$ cat src/rtl/rr_pkg.sv
package rr_pkg;
  typedef enum logic [1:0] {
    CMD_NONE   = 2'b00,
    CMD_COARSE = 2'b01,
    CMD_FINE   = 2'b10,
    CMD_ADV    = 2'b11
  } rr_cmd_e;

  typedef enum logic [2:0] {
    ST_IDLE,
    ST_LOOK,
    ST_DATA,
    ST_FIRST,
    ST_LAST
  } rr_state_e;

  typedef struct packed {
    rr_cmd_e first;
    rr_cmd_e second;
    logic    split;
  } rr_plan_t;
endpackage

$ cat src/rtl/rr_slot_timer.sv
module rr_slot_timer #(
  parameter int SLOT_TICKS = 4,
  parameter int PEND_W     = 3
) (
  input  logic clk,
  input  logic rst,
  input  logic tick_i,
  input  logic take_i,
  output logic pend_o
);
  localparam int CW = (SLOT_TICKS > 1) ? $clog2(SLOT_TICKS) : 1;
  localparam logic [CW-1:0] RELOAD = CW'(SLOT_TICKS - 1);
  localparam logic [PEND_W-1:0] PMAX = {PEND_W{1'b1}};

  logic [CW-1:0]     cnt_q;
  logic [PEND_W-1:0] pend_q;
  logic              slot;

  assign slot   = tick_i && (cnt_q == '0);
  assign pend_o = (pend_q != '0);

  always_ff @(posedge clk) begin
    if (rst) begin
      cnt_q <= RELOAD;
    end else if (tick_i) begin
      cnt_q <= (cnt_q == '0) ? RELOAD : cnt_q - 1'b1;
    end
  end

  always_ff @(posedge clk) begin
    if (rst) begin
      pend_q <= '0;
    end else begin
      case ({slot, take_i})
        2'b10:   if (pend_q != PMAX) pend_q <= pend_q + 1'b1;
        2'b01:   pend_q <= pend_q - 1'b1;
        default: pend_q <= pend_q;
      endcase
    end
  end

  AST_PEND_ROOM: assert property (@(posedge clk) disable iff (rst)
    slot |-> (pend_q != PMAX) || take_i);
  AST_TAKE_VALID: assert property (@(posedge clk) disable iff (rst)
    take_i |-> pend_q != '0);
  AST_SLOT_QUEUED: assert property (@(posedge clk) disable iff (rst)
    (slot && !take_i) |=> pend_q != '0);
endmodule

$ cat src/rtl/rr_plan.sv
module rr_plan
  import rr_pkg::*;
(
  input  logic [1:0] weak_i,
  output rr_plan_t   plan_o
);
  always_comb begin
    plan_o = '{first: CMD_ADV, second: CMD_NONE, split: 1'b0};
    case (weak_i)
      2'b00: plan_o = '{first: CMD_ADV,    second: CMD_NONE, split: 1'b0};
      2'b11: plan_o = '{first: CMD_COARSE, second: CMD_NONE, split: 1'b0};
      2'b01: plan_o = '{first: CMD_FINE,   second: CMD_ADV,  split: 1'b1};
      2'b10: plan_o = '{first: CMD_ADV,    second: CMD_FINE, split: 1'b1};
      default: ;
    endcase
  end
endmodule

$ cat src/rtl/rr_row_mirror.sv
module rr_row_mirror #(
  parameter int ROWS = 64
) (
  input  logic                    clk,
  input  logic                    rst,
  input  logic                    adv_i,
  input  logic                    half_i,
  output logic [$clog2(ROWS)-1:0] row_o
);
  localparam int RW = $clog2(ROWS);
  localparam logic [RW:0] LIMIT = (RW+1)'(ROWS);

  logic [RW:0] sum;
  logic [RW:0] nxt;

  assign sum = {1'b0, row_o} + (half_i ? (RW+1)'(2) : (RW+1)'(4));
  assign nxt = (sum >= LIMIT) ? sum - LIMIT : sum;

  always_ff @(posedge clk) begin
    if (rst) begin
      row_o <= '0;
    end else if (adv_i) begin
      row_o <= nxt[RW-1:0];
    end
  end

  AST_ROW_MOVES: assert property (@(posedge clk) disable iff (rst)
    adv_i |=> row_o != $past(row_o));
  AST_ROW_STILL: assert property (@(posedge clk) disable iff (rst)
    !adv_i |=> $stable(row_o));
endmodule

$ cat src/rtl/rtn_refresh_seq.sv
module rtn_refresh_seq
  import rr_pkg::*;
#(
  parameter int ROWS       = 64,
  parameter int SLOT_TICKS = 4,
  parameter int PEND_W     = 3
) (
  input  logic                    clk,
  input  logic                    rst,
  input  logic                    tick_i,
  output logic                    lkup_en_o,
  output logic [$clog2(ROWS)-3:0] lkup_grp_o,
  input  logic [1:0]              lkup_weak_i,
  output logic [1:0]              cmd_type_o,
  output logic                    cmd_half_o,
  output logic [$clog2(ROWS)-1:0] cmd_row_o,
  output logic                    busy_o,
  input  logic                    ack_i
);
  localparam int RW = $clog2(ROWS);

  rr_state_e      state_q;
  rr_cmd_e        cmd_q;
  rr_cmd_e        second_q;
  logic           half_q;
  logic           busy_q;
  logic           lkup_q;
  logic [RW-3:0]  grp_q;
  logic           pend_nz;
  logic           take;
  logic           adv;
  logic [RW-1:0]  row;
  rr_plan_t       plan;

  assign take = (state_q == ST_IDLE) && pend_nz;
  assign adv  = ack_i && ((state_q == ST_FIRST) || (state_q == ST_LAST));

  rr_slot_timer #(.SLOT_TICKS(SLOT_TICKS), .PEND_W(PEND_W)) u_timer (
    .clk(clk), .rst(rst), .tick_i(tick_i), .take_i(take), .pend_o(pend_nz)
  );

  rr_plan u_plan (.weak_i(lkup_weak_i), .plan_o(plan));

  rr_row_mirror #(.ROWS(ROWS)) u_mirror (
    .clk(clk), .rst(rst), .adv_i(adv), .half_i(half_q), .row_o(row)
  );

  always_ff @(posedge clk) begin
    if (rst) begin
      state_q  <= ST_IDLE;
      cmd_q    <= CMD_NONE;
      second_q <= CMD_NONE;
      half_q   <= 1'b0;
      busy_q   <= 1'b0;
      lkup_q   <= 1'b0;
      grp_q    <= '0;
    end else begin
      case (state_q)
        ST_IDLE: begin
          if (take) begin
            lkup_q  <= 1'b1;
            grp_q   <= row[RW-1:2];
            state_q <= ST_LOOK;
          end
        end
        ST_LOOK: begin
          lkup_q  <= 1'b0;
          state_q <= ST_DATA;
        end
        ST_DATA: begin
          cmd_q    <= plan.first;
          second_q <= plan.second;
          half_q   <= plan.split;
          busy_q   <= 1'b1;
          state_q  <= plan.split ? ST_FIRST : ST_LAST;
        end
        ST_FIRST: begin
          if (ack_i) begin
            cmd_q   <= second_q;
            state_q <= ST_LAST;
          end
        end
        ST_LAST: begin
          if (ack_i) begin
            cmd_q   <= CMD_NONE;
            half_q  <= 1'b0;
            busy_q  <= 1'b0;
            state_q <= ST_IDLE;
          end
        end
        default: state_q <= ST_IDLE;
      endcase
    end
  end

  assign lkup_en_o  = lkup_q;
  assign lkup_grp_o = grp_q;
  assign cmd_type_o = cmd_q;
  assign cmd_half_o = half_q;
  assign cmd_row_o  = row;
  assign busy_o     = busy_q;

  AST_CMD_HELD: assert property (@(posedge clk) disable iff (rst)
    (busy_o && !ack_i) |=> busy_o && $stable(cmd_type_o) && $stable(cmd_row_o) && $stable(cmd_half_o));
  AST_LKUP_PULSE: assert property (@(posedge clk) disable iff (rst)
    lkup_en_o |=> !lkup_en_o);
  AST_COARSE_FULL: assert property (@(posedge clk) disable iff (rst)
    (cmd_type_o == CMD_COARSE) |-> !cmd_half_o);
  AST_HALVES_DIFFER: assert property (@(posedge clk) disable iff (rst)
    (state_q == ST_FIRST && ack_i) |=> busy_o && cmd_half_o && (cmd_type_o != $past(cmd_type_o)));
  AST_ROW_ALIGNED: assert property (@(posedge clk) disable iff (rst)
    (state_q == ST_IDLE) |-> (row[1:0] == 2'b00));
  AST_IDLE_QUIET: assert property (@(posedge clk) disable iff (rst)
    !busy_o |-> (cmd_type_o == CMD_NONE));
endmodule

$ cat config.mk
export PLATFORM = sky130hd
export DESIGN_NAME = rtn_refresh_seq
export DESIGN_NICKNAME = d
export VERILOG_FILES = /design/src/rtl/rr_pkg.sv /design/src/rtl/rr_slot_timer.sv /design/src/rtl/rr_plan.sv /design/src/rtl/rr_row_mirror.sv /design/src/rtl/rtn_refresh_seq.sv
export SDC_FILE = /design/constraint.sdc
export NUM_CORES = 1
export LEC_CHECK = 0
export ABC_AREA = 1
export CAP_MARGIN = 25
export CORE_MARGIN = 8
export CORE_UTILIZATION = 45
export DETAILED_ROUTE_END_ITERATION = 7
export PLACE_DENSITY = 0.69
export SYNTH_ARGS = -nofsm -noshare
export SYNTH_HDL_FRONTEND = slang
export SYNTH_SLANG_ARGS = --single-unit
$ cat constraint.sdc
create_clock -name clk -period 2.88 [get_ports clk]
set_input_delay 0.576 -clock clk [delete_from_list [all_inputs] [get_ports clk]]
set_output_delay 0.576 -clock clk [all_outputs]
set_load 0.005 [all_outputs]
# --- After elaboration in Yosys (flattened, before gate mapping) ---
# Index checks and enable logic that the tools add are counted.
totals:
  ff_bits: 25
  input_bits: 6
classes:
  add_sub_neg: 5
  n_lt_le_gt_ge: 1
  n_eq_ne: 14
  mux: 19
  reduce_logical: 18
ops:
  columns: ["op", "n"]
  rows:
  - ["$pmux W5 S4", 1]
  - ["$mux W3", 6]
  - ["$pmux W3 S5", 1]
  - ["$reduce_and A2 Y1", 4]
  - ["$add A6 B3 Y7", 1]
  - ["$ge A7 B7 Y1 const B", 1]
  - ["$eq A2 B2 Y1 const B", 3]
  - ["$eq A3 B2 Y1 const B", 2]
  - ["$mux W2", 3]
  - ["$mux W6", 1]
  - ["$pmux W1 S2", 3]
  - ["$pmux W2 S3", 1]
  - ["$pmux W3 S2", 1]
  - ["$reduce_and A3 Y1", 2]
  - ["$reduce_bool A2 Y1", 3]
  - ["$reduce_bool A3 Y1", 2]
  - ["$sub A6 B1 Y6 const B", 1]
  - ["$eq A2 B1 Y1 const B", 2]
  - ["$logic_not A2 Y1", 2]
  - ["$ne A2 B1 Y1 const B", 2]
  - ["$ne A2 B2 Y1 const B", 2]
  - ["$add A3 B1 Y3 const B", 1]
  - ["$eq A3 B1 Y1 const B", 1]
  - ["$eq A3 B3 Y1 const B", 1]
  - ["other kinds (7)", 10]

# --- Depth between registers and ports, before layout ---
# Gate-level depths: netlist of run 1.
logic_depth:
  word_depth: 5
  mapped_depth: 10
  mapped_depth_nobuf: 10

# --- Modules after synthesis ---
# A second synthesis of run 1 with hierarchy kept.
unflattened:
  hier_cells: 172
  hier_area_um2: 1253.7
by_module_without_submodules:
  columns: ["module", "instances", "cells_each", "area_each_um2"]
  rows:
  - ["rtn_refresh_seq", 1, 89, 640.6]
  - ["rr_slot_timer", 1, 39, 284.0]
  - ["rr_row_mirror", 1, 36, 269.0]
  - ["rr_plan", 1, 8, 60.1]

# --- Worst setup path before layout of run 1 ---
# OpenSTA, ideal clock, no wires.
synth_timing:
  kind: "input to register"
  start: "input port tick_i"
  end: "register u_timer.pend_q[2]"
  arrival_time_ns: 1.517
  path_slack_ns: 1.248
  cell_stages: 7
  n_path_buf: 0
  path_cell_list: "nand2_1 -> nand3_1 -> fa_1 -> inv_1 -> nand3_1 -> a21oi_1 -> nor2_1"
synth_between:
  elab_chain_cells: 4
  word_cells_on_any_way: 7
  cone_classes: "3 x eq/ne; 1 x mux; 3 x reduce/logical"
synth_rtl:
  columns: ["element", "line_no", "rtl"]
  rows:
  - ["from (decl)", "rtn_refresh_seq.sv:10", "input logic tick_i,"]
  - ["$logic_and A1 B1 Y1 *", "rr_slot_timer.sv:19", "assign slot = tick_i && (cnt_q == '0);"]
  - ["$eq A2 B2 Y1 / $eq A2 B1 Y1 (equally long branches)", "rr_slot_timer.sv:34", "case ({slot, take_i})"]
  - ["$ne A2 B1 Y1 (no line) / $reduce_bool A2 Y1 (equally long branches)", null, null]
  - ["$reduce_and A2 Y1 (no line)", null, null]
  - ["to (signal assigned)", "rr_slot_timer.sv:35", "2'b10: if (pend_q != PMAX) pend_q <= pend_q + 1'b1;"]
  - ["to (signal assigned)", "rr_slot_timer.sv:36", "2'b01: pend_q <= pend_q - 1'b1;"]
  - ["to (signal assigned)", "rr_slot_timer.sv:37", "default: pend_q <= pend_q;"]
  - ["to (decl)", "rr_slot_timer.sv:16", "logic [PEND_W-1:0] pend_q;"]
# Every way passes the cells marked *; elsewhere a longest branch is shown, timed or not.
# A chain may end at the register's enable or synchronous reset.

# --- Worst setup path in the final report of run 1 ---
# Same ends and word-level chain as after synthesis.

==> impl_metrics.env, run 1 <==
export IMPL_status="completed"
export IMPL_io_pins=21
export IMPL_critPathMaxFanout=5
export IMPL_final_cell_area_um2=1490
export IMPL_cts_root_buf="clkbuf_4"
export IMPL_drv_slew=0
export IMPL_cts_resized_gates=0
export IMPL_mostFrequentLayoutCells="nand2_1, nor2_1, dfxtp_1"
export IMPL_p_per_area_nw_per_um2=948
export IMPL_timing_critical_path_buf_inv=2
export IMPL_crit_required_ns=3.09
export IMPL_via_count=1124
export IMPL_relSlewSlack=0.653
export IMPL_detail_route_antenna_nets=0
export IMPL_power_mw=1.41
export IMPL_startpoint_type="primary input"
export IMPL_clkSinkCount=24
export IMPL_hpwl_mm=1.93
export IMPL_dieArea_um2=4670
export IMPL_place_area_um2=1450
export IMPL_initial_core_util=0.459
export IMPL_ir_worst_vdd_mv=0.679
export IMPL_gp_congestion=0.822
export IMPL_synthArstFlopShare=0
export IMPL_core_um2=2690
export IMPL_grt_max_degree=19
export IMPL_dr_pass1_iters=4
export IMPL_synth_seq_cells=24
export IMPL_cts_buffer_depth=2
export IMPL_cap_violations=0
export IMPL_grt_pass1_wl_mm=4.17
export IMPL_fin_crit_sh=0.664
export IMPL_ys_warn_count=0
export IMPL_final_common_cell="nand2_1"
export IMPL_swShare=0.417
export IMPL_leakagePower_nw=0.632
export IMPL_num_rows=19
export IMPL_insertedDiodeCount=0
export IMPL_cpPeakStageDelay_ns=0.45
export IMPL_p_switching_mw=0.588
export IMPL_synth_area_um2=1230
export IMPL_period_needed_ns=1.91
export IMPL_yosysSeqAreaShare=0.389
export IMPL_viasPerCell=5.09
export IMPL_syn_num_nets=183
export IMPL_grt_usage=0.114
export IMPL_crit_top_cell="nand3_1"
export IMPL_cts_made_buffers=3
export IMPL_drc=0
export IMPL_yosysTopAreaCell="dfxtp_1"
export IMPL_drt_iter0_markers=55
export IMPL_synth_top_area_frac=0.389
export IMPL_die_w_um=68.4
export IMPL_fin_hold_ws_ns=0.477
export IMPL_crit_type="in2reg"
export IMPL_skew_ns=0.000915
export IMPL_max_freq_mhz=523
export IMPL_ys_flop_type="dfxtp_1"
export IMPL_crit_arrival_ns=2.13
export IMPL_end_kind="flip-flop"
export IMPL_layout_area_overhead_vs_synth_pct=20.6
export IMPL_route_final_wire_length_mm=2.51
export IMPL_postCtsSetupRepairBufs=0
export IMPL_synth_edf_count=0
export IMPL_grt_antenna_before_repair=0
export IMPL_cts_tree="built"
export IMPL_crit_slowest_cell="clkdlybuf4s50_1"
export IMPL_die_h_um=68.4
export IMPL_p_clk_frac=0.122
export IMPL_timing_setup_tns_ns=0
export IMPL_cp_cell_sequence="clkdlybuf4s50_1 > nand2_1 > nand3_1 > fa_1 > inv_1 > nand3_1 > a21oi_1 > nor2_1"
export IMPL_hold_viol=0
export IMPL_synthCells=169
export IMPL_seqPwrFrac=0.362
export IMPL_grt_pass1_vias=1002
export IMPL_clk_latency_ns=0.30
export IMPL_hold_path_class="reg2reg"
export IMPL_synth_area_per_cell_um2=7.30
export IMPL_wl_per_cell_um=11.4
export IMPL_synthTopCellsByArea="dfxtp_1, nand2_1, nor2_1, inv_1, a21oi_1"
export IMPL_clk_pin_slew_ns=0.13
export IMPL_cts_hold_buffers=0
export IMPL_nNetsFinal=205
export IMPL_critPathTopFamily="buffers and inverters"
export IMPL_htreeDepth=1
export IMPL_io_buffers=19
export IMPL_p_comb_frac=0.516
export IMPL_ys_types=26
export IMPL_tightest_slew_ns=0.520
export IMPL_finalSetupViolCount=0
export IMPL_drive_gt1_frac=0.0789
export IMPL_rsz0062_at_grt="false"
export IMPL_p_int_mw=0.823
export IMPL_overflow=0
-- path summary, 6_finish.rpt --
check	startpoint	to	slack, ns	cells after the start
worst max-delay path	tick_i	u_timer.pend_q[2]	0.97	8
worst min-delay path	second_q[1]	second_q[1]	0.48	2
worst max register to register	state_q[1]	u_timer.pend_q[2]	1.08	9
worst min register to register	second_q[1]	second_q[1]	0.48	2
-- flip-flops by register name (all words and copies together), names as in the netlist, 2 cells and up --
name	flops
u_timer.pend_q	3
second_q	2
u_timer.cnt_q	2
lkup_grp_o	4
u_mirror.row_o	5
state_q	3
cmd_type_o	2
-- through the flow --
stage / utilization / instances / setup slack, ns
after floorplan: - / 169 / 1.25
after global placement: 0.540 / 217 / 0.708
after detailed placement: 0.540 / 217 / 0.642
after CTS: 0.554 / 221 / 0.994
after global routing: 0.554 / 221 / 0.870
final: 0.554 / 221 / 0.968
-- layer usage --
layer	GRT usage	part of all wire
met4	0.0460	0.0072
met2	0.197	0.48
met1	0.134	0.46
met5	0	0
met3	0.0245	0.047
-- final cells by class --
type	instances	area [um^2]
Sequential cell	24	480
Multi-Input combinational cell	117	644
Timing Repair Buffer	19	190
Inverter	26	97.6
Tap cell	31	38.8
Fill cell	253	1200
Clock buffer	4	36.3
-- power groups by stage --
stage | clock network (mW) | registers (mW) | logic [mW]
finish | 0.173 | 0.511 | 0.727
global route | 0.194 | 0.523 | 0.821
CTS | 0.181 | 0.511 | 0.732
detailed placement | 0 | 0.517 | 0.730
global placement | 0 | 0.514 | 0.700
floorplan | 0 | 0.511 | 0.503
-- worst reg2reg max path, delay by kind of cell (launching register included) --
| kind | cells | cell delay [ns] |
|---|---|---|
| AO/OA/AOI/OAI | 1 | 0.14 |
| adder cells (fa/ha/maj) | 1 | 0.44 |
| AND/OR/NAND/NOR | 5 | 0.63 |
| flip-flops | 1 | 0.36 |
| buffers and inverters | 2 | 0.14 |
-- Yosys cell counts, drive strengths merged (2+ instances only) --
cell,instances
nor2,29
nand2,28
inv,26
dfxtp,24
a21oi,15
o21ai,14
nand3,12
ha,6
fa,2
nand3b,2
o211ai,2
-- kinds of logic after synthesis --
group / count (synthesis) / synth area share
other cells: 1 / 0.00304
simple gates: 74 / 0.269
buf+inv: 28 / 0.0882
fa+ha+maj: 8 / 0.0933
compound gates: 33 / 0.150
flops: 24 / 0.389
xor+xnor: 1 / 0.00710
No activity file was read; power rests on OpenSTA's default activity.
==> inputs of run 2 (changes only) <==
==> constraint.sdc (replaced) <==
create_clock -name clk -period 1.85 [get_ports clk]
set_input_delay 0.37 -clock clk [delete_from_list [all_inputs] [get_ports clk]]
set_output_delay 0.37 -clock clk [all_outputs]
set_load 0.005 [all_outputs]
==> impl_metrics.env, run 2 (synthesis gave the netlist of run 1 again) <==
export IMPL_status="completed"
export IMPL_startpoint_type="flip-flop"
export IMPL_skew_ns=0.00509
export IMPL_mostFrequentLayoutCells="nand2_1, nor2_1, dfxtp_1"
export IMPL_startpoint="u_timer.cnt_q[0]"
export IMPL_wl_per_cell_um=11.2
export IMPL_final_cell_area_um2=1540
export IMPL_hold_path_class="reg2reg"
export IMPL_drive_gt1_frac=0.108
export IMPL_clk_pin_slew_ns=0.13
export IMPL_dieArea_um2=4670
export IMPL_finalSetupViolCount=0
export IMPL_dp_cells=222
export IMPL_drc=0
export IMPL_regMostFlops="u_mirror.row_o"
export IMPL_route_final_wire_length_mm=2.54
export IMPL_hold_path_depth=2
export IMPL_overflow=0
export IMPL_end_kind="flip-flop"
export IMPL_crit_required_ns=2.06
export IMPL_clk_latency_ns=0.30
export IMPL_core_um2=2690
export IMPL_fin_hold_ws_ns=0.475
export IMPL_max_freq_mhz=594
export IMPL_cts_buffer_depth=2
export IMPL_io_pins=21
export IMPL_timing_setup_tns_ns=0
export IMPL_fin_util=0.573
export IMPL_num_rows=19
export IMPL_grt_max_degree=14
export IMPL_dr_pass1_iters=4
export IMPL_place_area_um2=1500
export IMPL_layout_area_overhead_vs_synth_pct=24.8
export IMPL_grt_pass1_vias=1084
export IMPL_viasPerCell=4.99
export IMPL_fin_crit_sh=0.909
export IMPL_final_cells=226
export IMPL_min_from="busy_o"
export IMPL_gp_congestion=0.885
export IMPL_cts_made_buffers=3
export IMPL_crit_arrival_ns=1.89
export IMPL_r2r_cells=7
export IMPL_leakagePower_nw=0.660
export IMPL_detail_route_antenna_nets=0
export IMPL_grt_usage=0.121
export IMPL_initial_core_util=0.459
export IMPL_cts_root_buf="clkbuf_4"
export IMPL_drv_slew=0
export IMPL_hpwl_mm=2.02
export IMPL_rsz0062_at_grt="false"
export IMPL_p_per_area_nw_per_um2=1470
export IMPL_cts_tree="built"
export IMPL_io_buffers=19
export IMPL_drt_iter0_markers=57
export IMPL_ir_worst_vdd_mv=0.951
export IMPL_grt_antenna_before_repair=0
export IMPL_critPathMaxFanout=3
export IMPL_htreeDepth=1
export IMPL_r2r_slack_ns=0.17
export IMPL_largest_reg_flops=5
export IMPL_hold_viol=0
export IMPL_grt_pass1_wl_mm=4.52
export IMPL_die_w_um=68.4
export IMPL_insertedDiodeCount=0
export IMPL_die_h_um=68.4
export IMPL_timing_rr_start="u_timer.cnt_q[0]"
export IMPL_period_needed_ns=1.68
export IMPL_via_count=1127
export IMPL_final_common_cell="nand2_1"
export IMPL_cap_violations=0
export IMPL_postCtsSetupRepairBufs=0
export IMPL_nNetsFinal=210
export IMPL_crit_type="reg2reg"
export IMPL_clkSinkCount=24
-- run 2: cell count changes in the layout (fill, tap and decap cells not counted) --
| cell | change |
|---|---|
| buf_4 | +4 |
| fa_1 | -1 |
| buf_12 | +1 |
| fa_2 | +1 |
-- run 2: timing repair --
| action | in CTS | in global routing |
|---|---|---|
| hold buffers | 0 | 0 |
| setup endpoints to repair | 0 | 1 |
| gates resized for setup | 0 | 1 |
-- run 2: metrics by stage --
step                      power (mW)  setup WS, ns
after global routing            2.51       0.00115
final                           2.26         0.168
after detailed placement        2.01       -0.0500
after global placement          1.96        0.0201
after floorplan                 1.58         0.249
after CTS                       2.29         0.171
-- run 2: final cells by class --
| cell class | count | area (um^2) |
|---|---|---|
| clock buffers | 4 | 36.3 |
| multi-input cells | 117 | 647 |
| well taps | 31 | 38.8 |
| repair buffers | 24 | 240 |
| inverters | 26 | 97.6 |
| flip-flops and latches | 24 | 480 |
| fillers | 232 | 1150 |
-- run 2: worst paths after layout --
path,endpoint
max,u_timer.pend_q[1]
min,busy_o
max reg2reg,u_timer.pend_q[1]
min reg2reg,busy_o
-- run 2: power by group --
part	switching (mW)	internal, mW
logic	0.669	0.535
clock network	0.145	0.120
registers	0.112	0.682
-- run 2: worst max-delay path, cell delays in order, from the launching register on --
cell and delay (ns):
dfxtp_1 0.33, inv_1 0.05, ha_1 0.20, nand2_1 0.10
nand3_1 0.13, fa_2 0.53, a21boi_1 0.16, nor2_1 0.07
-- run 2: routing by layer --
layer	track usage	part of all wire	routed length, um	up-vias
met5	0	0	0	-
met4	0.0307	0.0047	12	0
met3	0.0229	0.065	164	2
met2	0.218	0.50	1270	25
met1	0.143	0.43	1090	507
li1	-	-	-	593
==> inputs of run 3 (changes only) <==
--- a/config.mk
+++ b/config.mk
@@ -7,7 +7,6 @@
 export LEC_CHECK = 0
 export ABC_AREA = 1
 export CAP_MARGIN = 25
-export CORE_MARGIN = 8
 export CORE_UTILIZATION = 45
 export DETAILED_ROUTE_END_ITERATION = 7
 export PLACE_DENSITY = 0.69
==> impl_metrics.env, run 3 (synthesis gave the netlist of run 1 again) <==
export IMPL_layout_area_overhead_vs_synth_pct=24.8
export IMPL_status="completed"
export IMPL_ir_worst_vdd_mv=0.864
export IMPL_detail_route_antenna_nets=0
export IMPL_skew_ns=0.00689
export IMPL_clk_pin_slew_ns=0.13
export IMPL_grt_usage=0.206
export IMPL_cap_violations=0
export IMPL_cts_hold_buffers=0
export IMPL_die_h_um=54.4
export IMPL_timing_setup_tns_ns=0
export IMPL_grt_antenna_before_repair=0
export IMPL_critPathTopFamily="buffers and inverters"
export IMPL_die_w_um=54.4
export IMPL_place_ws_ns=-0.0995
export IMPL_io_buffers=19
export IMPL_cts_tree="built"
export IMPL_core_um2=2540
export IMPL_drt_iter0_markers=20
export IMPL_viasPerCell=5.12
export IMPL_finalSetupViolCount=0
export IMPL_largest_reg_flops=5
export IMPL_hold_viol=0
export IMPL_critPathMaxFanout=5
export IMPL_r2r_slack_ns=0.18
export IMPL_layout_setup_ws_ns=0.180
export IMPL_period_needed_ns=1.67
export IMPL_drc=0
export IMPL_dieArea_um2=2960
export IMPL_crit_required_ns=1.48
export IMPL_final_cells=225
export IMPL_dp_cells=221
export IMPL_max_freq_mhz=599
export IMPL_startpoint_type="flip-flop"
export IMPL_timing_critical_path_buf_inv=1
export IMPL_fin_crit_sh=0.903
export IMPL_io_pins=21
export IMPL_place_area_um2=1490
export IMPL_cts_buffer_depth=2
export IMPL_grt_pass1_wl_mm=4.37
export IMPL_drive_gt1_frac=0.103
export IMPL_final_cell_area_um2=1540
export IMPL_leakagePower_nw=0.662
export IMPL_drv_slew=0
export IMPL_cts_made_buffers=3
export IMPL_final_common_cell="nand2_1"
export IMPL_nNetsFinal=210
export IMPL_overflow=0
export IMPL_hpwl_mm=1.94
export IMPL_crit_slowest_cell="clkdlybuf4s50_1"
export IMPL_num_rows=18
export IMPL_hold_path_class="reg2reg"
export IMPL_grt_max_degree=19
export IMPL_initial_core_util=0.485
export IMPL_crit_type="reg2out"
export IMPL_postCtsSetupRepairBufs=0
export IMPL_cts_resized_gates=0
export IMPL_wl_per_cell_um=11.3
export IMPL_htreeDepth=1
export IMPL_regMostFlops="u_mirror.row_o"
export IMPL_fin_hold_ws_ns=0.482
export IMPL_end_kind="output port"
export IMPL_p_per_area_nw_per_um2=1540
export IMPL_cts_root_buf="clkbuf_4"
export IMPL_via_count=1151
export IMPL_insertedDiodeCount=0
export IMPL_rsz0062_at_grt="false"
export IMPL_crit_arrival_ns=1.30
export IMPL_clk_latency_ns=0.32
export IMPL_route_final_wire_length_mm=2.54
export IMPL_mostFrequentLayoutCells="nand2_1, nor2_1, dfxtp_1"
export IMPL_grt_pass1_vias=1089
export IMPL_clkSinkCount=24
export IMPL_gp_congestion=0.827
export IMPL_dr_pass1_iters=4
export IMPL_cpPeakStageDelay_ns=0.54
export IMPL_cp_cell_sequence="clkdlybuf4s50_1"
run 3: layout make-up:
class | count | area, um^2
well taps | 30 | 37.5
clock inverters | 1 | 30.0
multi-input cells | 117 | 644
repair buffers | 24 | 228
clock buffers | 3 | 22.5
flip-flops and latches | 24 | 480
inverters | 26 | 97.6
fillers | 246 | 1000
run 3: worst paths after layout:
path,from,to,depth (start not counted)
worst min-delay path,second_q[1],second_q[1],2
worst max-delay path,u_mirror.row_o[2],cmd_row_o[2],1
worst min register to register,second_q[1],second_q[1],2
worst max register to register,u_timer.cnt_q[0],u_timer.pend_q[2],9
run 3: layer usage:
layer / up-vias / GRT usage / part of all wire
met4: 0 / 0.0855 / 0.012
met5: - / 0 / 0
li1: 593 / - / -
met3: 5 / 0.0361 / 0.021
met1: 537 / 0.236 / 0.48
met2: 16 / 0.372 / 0.49
run 3: metrics by stage:
step,util,power (mW)
floorplan,-,1.58
global placement,0.585,1.95
detailed placement,0.585,2.00
CTS,0.605,2.39
global route,0.605,2.63
finish,0.605,2.38
run 3: report_power, final:
group	internal, mW	total, mW	switching, mW
logic	0.531	1.20	0.669
clock network	0.219	0.382	0.163
registers	0.682	0.796	0.114
